**src/rtl/serial_rx_pkg.sv**
```systemverilog
package serial_rx_pkg;

   typedef enum logic [2:0] {
      RX_IDLE,
      RX_START,
      RX_DATA,
      RX_PAR,
      RX_STOP,
      RX_HOLD
   } rx_state_e;

   localparam logic [1:0] PM_ODD  = 2'b00;
   localparam logic [1:0] PM_EVEN = 2'b01;
   localparam logic [1:0] PM_ZERO = 2'b10;
   localparam logic [1:0] PM_ONE  = 2'b11;

   // Expected parity bit, given the XOR of the received data bits.
   function automatic logic want_parity(input logic [1:0] mode, input logic acc);
      logic r;
      case (mode)
         PM_ODD:  r = ~acc;
         PM_EVEN: r = acc;
         PM_ZERO: r = 1'b0;
         default: r = 1'b1;
      endcase
      return r;
   endfunction

endpackage

```
**src/rtl/serial_rx_sync.sv**
```systemverilog
module serial_rx_sync #(
   parameter int   STAGES    = 2,
   parameter logic RESET_VAL = 1'b1
) (
   input  logic clk,
   input  logic rst_n,
   input  logic d_i,
   output logic q_o
);
   logic [STAGES-1:0] chain;

   generate
      if (STAGES < 2) begin : g_bad
         $error("serial_rx_sync: STAGES must be at least 2");
      end
   endgenerate

   always_ff @(posedge clk or negedge rst_n) begin
      if (!rst_n) chain <= {STAGES{RESET_VAL}};
      else        chain <= {chain[STAGES-2:0], d_i};
   end

   assign q_o = chain[STAGES-1];
endmodule

```
**src/rtl/serial_rx_frame.sv**
```systemverilog
module serial_rx_frame
   import serial_rx_pkg::*;
#(
   parameter int OVERSAMPLE = 16
) (
   input  logic       clk,
   input  logic       rst_n,
   input  logic       tick_i,
   input  logic       line_i,
   input  logic [1:0] wlen_i,
   input  logic       par_en_i,
   input  logic [1:0] par_mode_i,
   output logic       done_o,
   output logic [7:0] data_o,
   output logic       perr_o,
   output logic       ferr_o,
   output logic       brk_o
);
   localparam int             CNT_W     = $clog2(OVERSAMPLE);
   localparam logic [CNT_W-1:0] MID_LAST  = CNT_W'(OVERSAMPLE / 2 - 1);
   localparam logic [CNT_W-1:0] FULL_LAST = CNT_W'(OVERSAMPLE - 1);

   rx_state_e        state;
   logic [CNT_W-1:0] cnt;
   logic [2:0]       bit_idx;
   logic [7:0]       shreg;
   logic             par_acc;
   logic             par_bit;
   logic             seen_one;
   logic [2:0]       last_idx;
   logic             at_mid;
   logic             at_full;

   assign last_idx = 3'd4 + {1'b0, wlen_i};
   assign at_mid   = tick_i && (cnt == MID_LAST);
   assign at_full  = tick_i && (cnt == FULL_LAST);

   always_ff @(posedge clk or negedge rst_n) begin
      if (!rst_n) begin
         state    <= RX_IDLE;
         cnt      <= '0;
         bit_idx  <= '0;
         shreg    <= '0;
         par_acc  <= 1'b0;
         par_bit  <= 1'b0;
         seen_one <= 1'b0;
         done_o   <= 1'b0;
         data_o   <= '0;
         perr_o   <= 1'b0;
         ferr_o   <= 1'b0;
         brk_o    <= 1'b0;
      end else begin
         done_o <= 1'b0;
         case (state)
            RX_IDLE: begin
               if (tick_i && !line_i) begin
                  state    <= RX_START;
                  cnt      <= '0;
                  seen_one <= 1'b0;
               end
            end
            RX_START: begin
               if (at_mid) begin
                  cnt <= '0;
                  if (line_i) begin
                     state <= RX_IDLE;
                  end else begin
                     state   <= RX_DATA;
                     bit_idx <= '0;
                     shreg   <= '0;
                     par_acc <= 1'b0;
                  end
               end else if (tick_i) begin
                  cnt <= cnt + 1'b1;
               end
            end
            RX_DATA: begin
               if (at_full) begin
                  cnt             <= '0;
                  shreg[bit_idx]  <= line_i;
                  par_acc         <= par_acc ^ line_i;
                  seen_one        <= seen_one | line_i;
                  if (bit_idx == last_idx) begin
                     state <= par_en_i ? RX_PAR : RX_STOP;
                  end else begin
                     bit_idx <= bit_idx + 1'b1;
                  end
               end else if (tick_i) begin
                  cnt <= cnt + 1'b1;
               end
            end
            RX_PAR: begin
               if (at_full) begin
                  cnt      <= '0;
                  par_bit  <= line_i;
                  seen_one <= seen_one | line_i;
                  state    <= RX_STOP;
               end else if (tick_i) begin
                  cnt <= cnt + 1'b1;
               end
            end
            RX_STOP: begin
               if (at_full) begin
                  cnt    <= '0;
                  done_o <= 1'b1;
                  if (!line_i && !seen_one) begin
                     data_o <= '0;
                     brk_o  <= 1'b1;
                     ferr_o <= 1'b0;
                     perr_o <= 1'b0;
                     state  <= RX_HOLD;
                  end else begin
                     data_o <= shreg;
                     brk_o  <= 1'b0;
                     ferr_o <= !line_i;
                     perr_o <= par_en_i && (par_bit != want_parity(par_mode_i, par_acc));
                     state  <= RX_IDLE;
                  end
               end else if (tick_i) begin
                  cnt <= cnt + 1'b1;
               end
            end
            RX_HOLD: begin
               if (line_i) state <= RX_IDLE;
            end
            default: state <= RX_IDLE;
         endcase
      end
   end
endmodule

```
**src/rtl/serial_rx_status.sv**
```systemverilog
module serial_rx_status (
   input  logic       clk,
   input  logic       rst_n,
   input  logic       done_i,
   input  logic [7:0] data_i,
   input  logic       perr_i,
   input  logic       ferr_i,
   input  logic       brk_i,
   input  logic       rd_data_i,
   input  logic       rd_lsr_i,
   output logic [7:0] rx_data_o,
   output logic       data_ready_o,
   output logic       overrun_o,
   output logic       parity_err_o,
   output logic       framing_err_o,
   output logic       break_o
);
   always_ff @(posedge clk or negedge rst_n) begin
      if (!rst_n) begin
         rx_data_o     <= '0;
         data_ready_o  <= 1'b0;
         overrun_o     <= 1'b0;
         parity_err_o  <= 1'b0;
         framing_err_o <= 1'b0;
         break_o       <= 1'b0;
      end else begin
         if (done_i)         rx_data_o <= data_i;

         if (done_i)         data_ready_o <= 1'b1;
         else if (rd_data_i) data_ready_o <= 1'b0;

         if (done_i && data_ready_o && !rd_data_i) overrun_o <= 1'b1;
         else if (rd_lsr_i)                        overrun_o <= 1'b0;

         if (done_i && perr_i) parity_err_o <= 1'b1;
         else if (rd_lsr_i)    parity_err_o <= 1'b0;

         if (done_i && ferr_i) framing_err_o <= 1'b1;
         else if (rd_lsr_i)    framing_err_o <= 1'b0;

         if (done_i && brk_i)  break_o <= 1'b1;
         else if (rd_lsr_i)    break_o <= 1'b0;
      end
   end
endmodule

```
**src/rtl/serial_rx_lsr.sv**
```systemverilog
module serial_rx_lsr #(
   parameter int OVERSAMPLE  = 16,
   parameter int SYNC_STAGES = 2
) (
   input  logic       clk,
   input  logic       rst_n,
   input  logic       tick_i,
   input  logic       rxd_i,
   input  logic       loop_txd_i,
   input  logic       loop_en_i,
   input  logic [1:0] wlen_i,
   input  logic       par_en_i,
   input  logic [1:0] par_mode_i,
   input  logic       rd_data_i,
   input  logic       rd_lsr_i,
   output logic [7:0] rx_data_o,
   output logic       data_ready_o,
   output logic       overrun_o,
   output logic       parity_err_o,
   output logic       framing_err_o,
   output logic       break_o
);
   generate
      if (OVERSAMPLE < 4 || (OVERSAMPLE % 2) != 0) begin : g_bad_os
         $error("serial_rx_lsr: OVERSAMPLE must be even and at least 4");
      end
   endgenerate

   logic       line_raw;
   logic       line_s;
   logic       frm_done;
   logic [7:0] frm_data;
   logic       frm_perr;
   logic       frm_ferr;
   logic       frm_brk;

   assign line_raw = loop_en_i ? loop_txd_i : rxd_i;

   serial_rx_sync #(.STAGES(SYNC_STAGES), .RESET_VAL(1'b1)) u_sync (
      .clk   (clk),
      .rst_n (rst_n),
      .d_i   (line_raw),
      .q_o   (line_s)
   );

   serial_rx_frame #(.OVERSAMPLE(OVERSAMPLE)) u_frame (
      .clk        (clk),
      .rst_n      (rst_n),
      .tick_i     (tick_i),
      .line_i     (line_s),
      .wlen_i     (wlen_i),
      .par_en_i   (par_en_i),
      .par_mode_i (par_mode_i),
      .done_o     (frm_done),
      .data_o     (frm_data),
      .perr_o     (frm_perr),
      .ferr_o     (frm_ferr),
      .brk_o      (frm_brk)
   );

   serial_rx_status u_status (
      .clk           (clk),
      .rst_n         (rst_n),
      .done_i        (frm_done),
      .data_i        (frm_data),
      .perr_i        (frm_perr),
      .ferr_i        (frm_ferr),
      .brk_i         (frm_brk),
      .rd_data_i     (rd_data_i),
      .rd_lsr_i      (rd_lsr_i),
      .rx_data_o     (rx_data_o),
      .data_ready_o  (data_ready_o),
      .overrun_o     (overrun_o),
      .parity_err_o  (parity_err_o),
      .framing_err_o (framing_err_o),
      .break_o       (break_o)
   );
endmodule

```
**config.mk**
```make
export PLATFORM = sky130hd
export DESIGN_NAME = serial_rx_lsr
export DESIGN_NICKNAME = d
export VERILOG_FILES = /design/src/rtl/serial_rx_pkg.sv /design/src/rtl/serial_rx_sync.sv /design/src/rtl/serial_rx_frame.sv /design/src/rtl/serial_rx_status.sv /design/src/rtl/serial_rx_lsr.sv
export SDC_FILE = /design/constraint.sdc
export NUM_CORES = 1
export LEC_CHECK = 0
export ABC_AREA = 0
export BUFFER_PORTS_ARGS = -buffer_cell sky130_fd_sc_hd__buf_2
export CAP_MARGIN = 20
export CORE_ASPECT_RATIO = 0.5
export CORE_MARGIN = 1.5
export CORE_UTILIZATION = 50
export CTS_CLUSTER_DIAMETER = 150
export DETAILED_ROUTE_END_ITERATION = 10
export PLACE_DENSITY = 0.72
export SLEW_MARGIN = 20
export SYNTH_ARGS = -nofsm -noshare
export SYNTH_HDL_FRONTEND = slang
export SYNTH_HIERARCHICAL = 1
export SYNTH_SLANG_ARGS = --single-unit
```
**constraint.sdc**
```tcl
create_clock -name clk -period 1.6 [get_ports clk]
set_input_delay 0 -clock clk [delete_from_list [all_inputs] [get_ports clk]]
set_output_delay 0 -clock clk [all_outputs]
set_load 0.03 [all_outputs]
```
==> impl_results.rst <==
.. list-table::
   :header-rows: 1

   * - Metric
     - Value
   * - Net count reported at finish
     - 316
   * - Synth Flop Type
     - dfrtp_1
   * - Relative max-transition margin
     - 62.8%
   * - CP Capture Point
     - u_frame/cnt[3]$_DFFE_PN0P_
   * - Clock-pin slew on the worst setup and hold paths
     - 0.08 ns
   * - Setup repair after global routing missed its margin
     - yes
   * - Fmax achieved
     - 570 MHz
   * - Worst Path Max Fanout
     - 6
   * - Sum of overflow across all layers after global routing
     - 0
   * - Startpoint type of the worst setup path
     - flip-flop
   * - Nets in the synthesized netlist
     - 250
   * - Number of antenna violations at the first check in global routing
     - 0
   * - Number of global-route vias before repair
     - 1946
   * - Maximum number of pins on one net before global-route repair
     - 26
   * - Iter 0 DRT Violations
     - 118
   * - Routed WL per cell
     - 15.2 µm
   * - Worst Hold Slack
     - 0.0845 ns
   * - Critical path capture point type
     - flip-flop
   * - Standard-cell row count
     - 17
   * - Terminus of the critical flop-to-flop path
     - u_frame/cnt[3]$_DFFE_PN0P_
   * - Required time at the worst-slack endpoint
     - 1.79 ns
   * - Synthesized instance count
     - 235
   * - Root Buffer
     - clkbuf_8
   * - Critical Path AT
     - 1.94 ns
   * - DR vias
     - 2044
   * - Post-DR vias/cell
     - 5.57
   * - Final non-filler cell area
     - 3110 µm²
   * - Minimum period implied by the final worst setup slack
     - 1.75 ns
   * - Setup slack of the most critical reg-to-reg path
     - -0.15 ns
   * - Pwr dens
     - 1150 nW/µm²
   * - Placement-stage cell area
     - 2770 µm²
   * - Setup Total Neg Slack
     - -1.32 ns
   * - Origin of the worst setup path
     - u_frame/state[1]$_DFFE_PN0P_
   * - Total power draw
     - 0.00356 W
   * - Count of state elements after synthesis
     - 48
   * - Core Region
     - 4510 µm²
   * - Utilization after layout
     - 69.0%
   * - Worst Tran Pin Value
     - 0.559 ns
   * - Fraction of final layout cells sized beyond drive strength 1
     - 41.2%
   * - DR DRC count
     - 0
   * - Overall fraction of global-route tracks in use
     - 23.2%
   * - Fraction of post-synthesis cell area in the top cell type by area
     - 47.9%
   * - Run status
     - finished with violations
   * - Inserted Clock Buffers
     - 5
   * - Sinks on the clock net
     - 48
   * - Setup skew after layout
     - 0.00306 ns
   * - Proportion of register bits with asynchronous set or reset after synthesis
     - 100%
   * - Top post-synthesis cells by area
     - dfrtp_1 48%, nand2_1 4.5%, o21ai_0 4.0%
   * - Antenna-violating nets left
     - 0
   * - I/O Pins
     - 26
   * - Highest-count cells in the layout ignoring fill and taps
     - 43 x dfrtp_1, 40 x buf_4, 28 x nand2_1
   * - RD Place Congestion
     - 0.879
   * - Number of input and output port buffers inserted
     - 25
   * - Leakage power of the design
     - 1.46 nW
   * - Class of the tightest hold or removal check
     - primary input to flip-flop
   * - First-pass GRT wire length
     - 9210 µm
   * - Total wire length after detailed routing
     - 5570 µm
   * - Fraction of the cycle the final worst path needs
     - 110%
   * - Initial Util
     - 53.3%
   * - Count of antenna diodes in the layout
     - 0
   * - Layout overhead on the synthesized area
     - 29.3%
   * - DRT Pass-1 Iters
     - 4
   * - Leading cell type in the layout, fill and taps excluded
     - dfrtp_1
   * - Number of enable-type register cells in the synthesized netlist
     - 0
   * - Post-synthesis sequential area ratio
     - 50.1%
   * - Post-synth top area cell
     - dfrtp_1
   * - Dpl hpwl
     - 3750 µm
   * - Die boundary width
     - 101 µm
   * - Final count of hold timing violations
     - 0
   * - Worst flop-to-flop path startpoint
     - u_frame/state[1]$_DFFE_PN0P_
   * - Final-report setup violation count
     - 17
   * - Classification of the worst setup path
     - flip-flop to flip-flop
   * - Post-synth design cell area
     - 2400 µm²
   * - Post-Syn Area per Cell
     - 10.2 µm²
   * - Slew Viols, Final
     - 0
   * - Clock tree from TritonCTS
     - done
   * - Die area
     - 5260 µm²
   * - Worst vdd ir
     - 0.000687 V
   * - Number of H-tree branching levels
     - 2
   * - Count of maximum capacitance violations
     - 0
   * - Number of cells traversed by the worst register-to-register path
     - 7
   * - Insertion delay of the later-clocked pin in the worst-skew pair
     - 0.30 ns
   * - Warning count from the yosys run
     - 6
   * - Number of library cell types mapped by synthesis
     - 52
   * - Longest Clk Path Bufs
     - 2
   * - Setup slack of the critical path after layout
     - -0.154 ns
   * - Die outline height
     - 52.0 µm
   * - Failing checks
     - setup timing
## metal layers
layer  track usage (%)  up-vias  part of all wire [%]
met5                 0        -                     0
met4              9.72        0                   1.3
met3              6.72       11                   4.8
met2              38.0       66                    48
met1              29.2     1004                    46
li1                  -      963                     -
## cells by family after synthesis
| kind of cell | after synthesis | share of synthesized area [%] |
|---|---|---|
| muxes | 12 | 6.50 |
| AOI/OAI and AO/OA | 63 | 16.6 |
| adders and majority gates | 2 | 1.04 |
| DFF | 48 | 50.1 |
| xor gates and xnor gates | 8 | 2.91 |
| and+or+nand+nor | 81 | 17.9 |
| buffers and inverters | 21 | 4.99 |
## per-stage QoR
step	setup slack (ns)	cells
2_1_floorplan	-0.0266	235
5_1_grt	-0.196	367
6_report	-0.154	367
4_1_cts	-0.115	363
3_3_place_gp	-0.0928	345
3_5_place_dp	-0.175	345
## synthesized netlist by cell type, drive strengths merged (3+ instances only)
master,count
dfrtp,46
o21ai,31
nand2,29
nor2,17
buf,11
mux2,11
a21oi,8
clkbuf,5
inv,5
nand2b,5
nand4,5
xnor2,5
a22o,4
nand3,4
a21o,3
a31oi,3
nor2b,3
nor3,3
o21a,3
o31ai,3
or2,3
xor2,3
## area by class of cell
| cell class | instances | area (µm²) |
|---|---|---|
| fill | 356 | 1400 |
| sequential | 48 | 1210 |
| multi-input combinational | 167 | 1200 |
| timing repair buffer | 74 | 524 |
| tap | 66 | 82.6 |
| clock buffer | 5 | 68.8 |
| inverter | 5 | 18.8 |
| clock inverter | 2 | 12.5 |
## flip-flops by register name, summed over array words and instances (netlist names), 2 cells and up
| name | cells |
|---|---|
| u_frame/data_o | 8 |
| u_sync/chain | 2 |
| u_frame/bit_idx | 3 |
| u_frame/state | 3 |
| u_frame/shreg | 8 |
| u_frame/cnt | 4 |
| u_status/rx_data_o | 8 |
## worst max-delay path, stage by stage, from the launching register on
cell	delay, ns
dfrtp_2	0.48
buf_6	0.15
buf_4	0.13
o21ai_0	0.21
and3_4	0.27
nand4_1	0.13
xor2_1	0.21
nor2_1	0.06
## report_power, final
group          switching, W  total, W  internal (W)
combinational      0.000684   0.00135      0.000671
sequential         0.000152   0.00151       0.00136
clock              0.000399  0.000696      0.000296
## worst min-delay path by stage
stage | from | endpoint | cells after the start
after floorplan | rst_n | u_frame/bit_idx[0]$_DFFE_PN0P_ | 0
after global placement | rst_n | u_frame/cnt[3]$_DFFE_PN0P_ | 1
after detailed placement | rst_n | u_frame/cnt[3]$_DFFE_PN0P_ | 1
after CTS | tick_i | u_frame/seen_one$_DFFE_PN0P_ | 4
after global routing | rd_lsr_i | u_status/parity_err_o$_DFFE_PN0P_ | 3
final | rd_lsr_i | u_status/overrun_o$_DFFE_PN0P_ | 3
## timing repair
item                                   4_1_cts  5_1_grt
buffers inserted                             5        4
pin swaps                                   14        5
hold buffers                                 5        0
endpoints found under the hold margin       24        0
resized for setup                           28       17
cloned                                       1        0
setup endpoints to repair                   29       29
Power figures use the tool's default switching activity.
